==> config.mk <==
export PLATFORM = sky130hd
export DESIGN_NAME = prot_guard
export DESIGN_NICKNAME = d
export VERILOG_FILES = /design/src/rtl/prot_guard_pkg.sv /design/src/rtl/prot_guard_dp.sv /design/src/rtl/prot_guard_ctrl.sv /design/src/rtl/prot_guard.sv
export SDC_FILE = /design/constraint.sdc
export NUM_CORES = 1
export LEC_CHECK = 0
export ABC_AREA = 1
export BUFFER_PORTS_ARGS = -buffer_cell sky130_fd_sc_hd__buf_2
export CAP_MARGIN = 20
export CORE_AREA = 3 3 81 159
export CTS_CLUSTER_SIZE = 8
export DETAILED_ROUTE_END_ITERATION = 10
export DIE_AREA = 0 0 84 162
export PLACE_DENSITY = 0.79
export RECOVER_POWER = 25
export SYNTH_ARGS = -nofsm -noshare
export SYNTH_HDL_FRONTEND = slang
export SYNTH_SLANG_ARGS = --single-unit
export TNS_END_PERCENT = 30
==> constraint.sdc <==
create_clock -name clk -period 3.85 [get_ports clk]
set_input_delay 0.77 -clock clk [delete_from_list [all_inputs] [get_ports clk]]
set_output_delay 0.77 -clock clk [all_outputs]
set_load 0.05 [all_outputs]
==> src/rtl/prot_guard_pkg.sv <==
package prot_guard_pkg;
  typedef enum logic [2:0] {
    OP_PLAIN   = 3'd0,
    OP_IO      = 3'd1,
    OP_LDBASE  = 3'd2,
    OP_LDSIZE  = 3'd3,
    OP_LDTIMER = 3'd4,
    OP_ENTERUS = 3'd5
  } op_e;

  typedef struct packed {
    logic ldBase;
    logic ldSize;
    logic ldTimer;
  } strobe_t;
endpackage

==> src/rtl/prot_guard_dp.sv <==
module prot_guard_dp
  import prot_guard_pkg::*;
#(
  parameter int ADDR_W = 32
) (
  input  logic              clk,
  input  logic              rstN,
  input  strobe_t           strb,
  input  logic [ADDR_W-1:0] wrData,
  input  logic [ADDR_W-1:0] accAddr,
  output logic              inRange,
  output logic [ADDR_W-1:0] timerReload
);
  localparam int SUM_W = ADDR_W + 1;

  logic [ADDR_W-1:0] baseReg;
  logic [ADDR_W-1:0] sizeReg;
  logic [ADDR_W-1:0] reloadReg;
  logic [SUM_W-1:0]  winEnd;

  always_ff @(posedge clk) begin
    if (!rstN) begin
      baseReg   <= '0;
      sizeReg   <= '0;
      reloadReg <= '0;
    end else begin
      if (strb.ldBase)  baseReg   <= wrData;
      if (strb.ldSize)  sizeReg   <= wrData;
      if (strb.ldTimer) reloadReg <= wrData;
    end
  end

  // The extra bit keeps the end exact, so an overflowing sum caps at the top address.
  always_comb begin
    winEnd  = {1'b0, baseReg} + {1'b0, sizeReg};
    inRange = (accAddr >= baseReg) && ({1'b0, accAddr} < winEnd);
  end

  assign timerReload = reloadReg;

  AST_EMPTY_WINDOW: assert property (@(posedge clk) disable iff (!rstN)
    (sizeReg == '0) |-> !inRange);
  AST_TOP_CAPPED: assert property (@(posedge clk) disable iff (!rstN)
    (winEnd[ADDR_W] && accAddr >= baseReg) |-> inRange);
  AST_RELOAD_LOAD: assert property (@(posedge clk) disable iff (!rstN)
    strb.ldTimer |=> timerReload == $past(wrData));
endmodule

==> src/rtl/prot_guard_ctrl.sv <==
module prot_guard_ctrl
  import prot_guard_pkg::*;
(
  input  logic       clk,
  input  logic       rstN,
  input  logic       accValid,
  input  logic [2:0] opClass,
  input  logic       trapEvent,
  input  logic       inRange,
  output strobe_t    strb,
  output logic       accessOk,
  output logic       protFault,
  output logic       userMode
);
  logic modeQ;
  logic privOp;
  logic privFault;
  logic rangeFault;
  logic enterUser;

  always_comb begin
    privOp = (opClass == OP_IO) || (opClass == OP_LDBASE) || (opClass == OP_LDSIZE) ||
             (opClass == OP_LDTIMER) || (opClass == OP_ENTERUS);
    privFault  = modeQ && privOp;
    rangeFault = modeQ && accValid && !inRange;
    protFault  = privFault || rangeFault;
    accessOk   = accValid && (!modeQ || inRange);
    enterUser  = !modeQ && (opClass == OP_ENTERUS);
    strb.ldBase  = !modeQ && (opClass == OP_LDBASE);
    strb.ldSize  = !modeQ && (opClass == OP_LDSIZE);
    strb.ldTimer = !modeQ && (opClass == OP_LDTIMER);
  end

  always_ff @(posedge clk) begin
    if (!rstN)                        modeQ <= 1'b0;
    else if (trapEvent || protFault)  modeQ <= 1'b0;
    else if (enterUser)               modeQ <= 1'b1;
  end

  assign userMode = modeQ;

  AST_TRAP_TO_MONITOR: assert property (@(posedge clk) disable iff (!rstN)
    trapEvent |=> !userMode);
  AST_FAULT_TO_MONITOR: assert property (@(posedge clk) disable iff (!rstN)
    protFault |=> !userMode);
  AST_FAULT_SINGLE: assert property (@(posedge clk) disable iff (!rstN)
    protFault |=> !protFault);
  AST_MONITOR_OPEN: assert property (@(posedge clk) disable iff (!rstN)
    (!userMode && accValid) |-> accessOk);
  AST_OUTSIDE_BLOCKED: assert property (@(posedge clk) disable iff (!rstN)
    (userMode && accValid && !inRange) |-> (!accessOk && protFault));
  AST_ENTRY_PATH: assert property (@(posedge clk) disable iff (!rstN)
    $rose(userMode) |-> ($past(opClass) == OP_ENTERUS && !$past(trapEvent)));
  AST_USER_NO_LOAD: assert property (@(posedge clk) disable iff (!rstN)
    userMode |-> !(strb.ldBase || strb.ldSize || strb.ldTimer));
  AST_IDLE_NO_GRANT: assert property (@(posedge clk) disable iff (!rstN)
    !accValid |-> !accessOk);
endmodule

==> src/rtl/prot_guard.sv <==
module prot_guard
  import prot_guard_pkg::*;
#(
  parameter int ADDR_W = 32
) (
  input  logic              clk,
  input  logic              rstN,
  input  logic              accValid,
  input  logic [ADDR_W-1:0] accAddr,
  input  logic [2:0]        opClass,
  input  logic [ADDR_W-1:0] wrData,
  input  logic              trapEvent,
  output logic              accessOk,
  output logic              protFault,
  output logic              userMode,
  output logic [ADDR_W-1:0] timerReload
);
  strobe_t strb;
  logic    inRange;

  prot_guard_ctrl ctrl_i (
    .clk(clk), .rstN(rstN), .accValid(accValid), .opClass(opClass),
    .trapEvent(trapEvent), .inRange(inRange), .strb(strb),
    .accessOk(accessOk), .protFault(protFault), .userMode(userMode)
  );

  prot_guard_dp #(.ADDR_W(ADDR_W)) dp_i (
    .clk(clk), .rstN(rstN), .strb(strb), .wrData(wrData), .accAddr(accAddr),
    .inRange(inRange), .timerReload(timerReload)
  );
endmodule

==> run summary <==
Yosys top cell area share: 0.289
CTS clk-pin slew, worst paths: 70 ps
Worst path max stage delay: 340 ps
worst-path maximum fanout: 3
Longest Clk Path Bufs: 2
H-tree depth: 3
final worst-path setup slack: -470 ps
placeable core region: 0.0118 sq mm
CTS Hold Bufs: 0
clock skew: 9.22 ps
warning count from the yosys run: 0
Worst Setup End Kind: output port
synthesized area per cell: 7.06 sq um
largest family of logic cells by synthesized area: simple AND/OR/NAND/NOR gates
Post-Synthesis Cells: 953
post-synthesis mux area share: 0
maximum number of pins on one net before global-route repair: 59
post-synthesis cell type count: 44
most frequent cells in the layout: 181 x nor2_1, 117 x o21ai_0, 115 x nand2_1
fraction of layout cells with a size suffix above 1: 0.198
Sink Count: 97
worst min-delay path category: reg -> reg
XOR/XNOR Fraction of Synth Area: 0.0378
via count: 6967
pwr dens: 324 mW/mm^2
Top Family by Delay on Critical Path: simple AND/OR/NAND/NOR gates
async set-reset flop share out of synthesis: 0
Post-synth EDFFs: 0
Fin. Hold Viols: 0
CTS buffer count: 9
Synth Flop Type: dfxtp_1
Finish-stage setup viols: 2
final WL: 21500 um
initial antenna violation count: 0
hpwl dp: 17300 um
fin cells: 1266
Synth area leaders: dfxtp_1 29%, ha_1 18%, nor2_1 10%
layout net count: 1283
LEAKAGE: 3.90 nW
Placed Cells: 1249
Worst Path Required: 3080 ps
Peak VDD IR: 0.000373 V
die area: 0.0136 sq mm
drt wl/cell: 17.0 um
Root Driver: clkbuf_16
Place WS: -379 ps
Placer Congestion: 1.02
RSZ-0062 raised after global routing: true
starting density of the core: 0.568
most common cell after layout, fill and taps aside: nor2_1
Max stage delay cell, worst path: fa_2
CP most frequent cell: nand2_1
vias in the first global route: 7200
DR pass1 iterations: 5
first-pass GRT wire length: 34000 um
violated checks: setup timing
Post-DRT Antenna Nets: 0
Worst-Margin Slew: 1380 ps
Final Critical Period: 4320 ps
Crit path buffers/inverters: 1
outcome: finished, violations left
Die H: 162 um
IO buf count: 105
DR iter-0 viols: 320
Total GRT Usage: 0.320
std cell rows: 56
register area share after synthesis: 0.289
Max Cap Viol: 0
Synth Area in Adders: 0.180
clock latency on the worst-skew pair: 350 ps
compound-cell area share of the yosys netlist: 0.192
Slew headroom: 0.0786
syn nets: 1120
max-slew violation count: 0
Cell Area, Synth: 0.00672 sq mm
post-synthesis register bit count: 97
Max Freq: 231 MHz
DR vias/cell: 5.50
CP Cell Sequence: ha_2 -> fa_2 -> nand2_2 -> nand3_2 -> and2_4 -> nand2_4 -> nand3_4 -> nand3_1 -> nand3_2 -> nand2_1 -> nand3_2 -> nand2_2 -> nand2_1 -> nand2_1 -> nand2_1 -> ha_1 -> a21oi_1 -> nor2_1 -> o211ai_1 -> nand3_4 -> a21boi_4 -> buf_6
crit path kind: reg -> out
post-synthesis simple-gate area fraction: 0.228
area delta synth->final: 23.3%
cell taking the most area after synthesis: dfxtp_1
Die Wd: 84 um
DRC: 0
TritonCTS clock tree: yes
hold slack: 485 ps
Worst EP arrival: 3550 ps
ANT cells: 0
I/O Pins: 106
Final period util: 1.12
GR Overflow Total: 0
Setup crit start kind: flip-flop
## report_power, final
group | switching [mW] | internal (mW)
clock | 0.433 | 0.456
combinational | 0.436 | 0.271
sequential | 0.0335 | 1.06
## final timing paths
kind | startpoint | to | slack (ps) | cells after the start
setup / recovery | dp_i.sizeReg[0]$_SDFFE_PN0P_ | accessOk | -470 | 22
hold / removal | dp_i.baseReg[23]$_SDFFE_PN0P_ | dp_i.baseReg[23]$_SDFFE_PN0P_ | 480 | 2
setup reg to reg | dp_i.sizeReg[0]$_SDFFE_PN0P_ | ctrl_i.userMode$_SDFFE_PP0P_ | 570 | 24
hold reg to reg | dp_i.baseReg[23]$_SDFFE_PN0P_ | dp_i.baseReg[23]$_SDFFE_PN0P_ | 480 | 2
## layout make-up
cell class                      instances  area (sq um)
Multi-Input combinational cell        724          4410
Fill cell                            1034          3550
Sequential cell                        97          1940
Timing Repair Buffer                  180          1080
Inverter                              104           392
Clock buffer                           10           229
Tap cell                              145           181
Clock inverter                          6          58.8
## registers in the layout (all words and copies together), names as in the netlist
name              count
dp_i.baseReg         32
dp_i.sizeReg         32
dp_i.timerReload     32
ctrl_i.userMode       1
## cells in the mapped netlist (4+ instances only)
cell,number
xnor2_1,12
a21oi_1,82
nor3_1,5
o21ai_0,117
a31oi_1,5
nor2_1,182
clkbuf_1,23
dfxtp_1,97
nand2_1,120
buf_1,5
xor2_1,17
nand4_1,10
o21bai_1,7
o21ai_1,4
a21o_1,4
inv_1,100
ha_1,95
nand2_2,10
nand3_1,17
nand3_2,6
## timing repair
action	in CTS	in global routing
buffers inserted	1	0
pin swaps	14	2
setup endpoints to repair	2	2
resized for setup	21	7
## kinds of logic (layout without fill, tap and decap cells)
logic type | count (synthesis) | count (layout)
simple gates | 362 | 362
compound gates | 237 | 237
buf+inv | 132 | 300
flops | 97 | 97
fa+ha+maj | 96 | 96
xor+xnor | 29 | 29
## metal layers
metal  track usage  wire [um]  vias up
met5             0          0        -
met4         0.274       2210        0
met3        0.0355        621      108
met2         0.636      12000      209
met1         0.269       6730     3171
li1              -          -     3479
## per-stage QoR
step           area (sq um)  TNS [ps]   util  power, mW
6_report               8290      -929  0.700       2.69
5_1_grt                8290     -1330  0.700       2.81
4_1_cts                8300      -883  0.701       2.68
3_5_place_dp           7910      -680  0.668       1.80
3_3_place_gp           7910      -535  0.668       1.78
2_1_floorplan          6740     -10.0      -       1.54
## worst reg2reg max path, stage by stage, from the launching register on
cell      delay [ps]
dfxtp_2          320
ha_2             190
fa_2             340
nand2_2           70
nand3_2           50
and2_4           160
nand2_4           60
nand3_4           90
nand3_1          100
nand3_2          110
nand2_1          100
nand3_2          100
nand2_2          100
nand2_1           50
nand2_1           50
nand2_1           50
ha_1             280
a21oi_1          130
nor2_1            50
o211ai_1         270
nand3_4          180
nand2_2          100
nand2_2           60
buf_4            140
nor2_2            60
No activity file was read; power rests on OpenSTA's default activity.
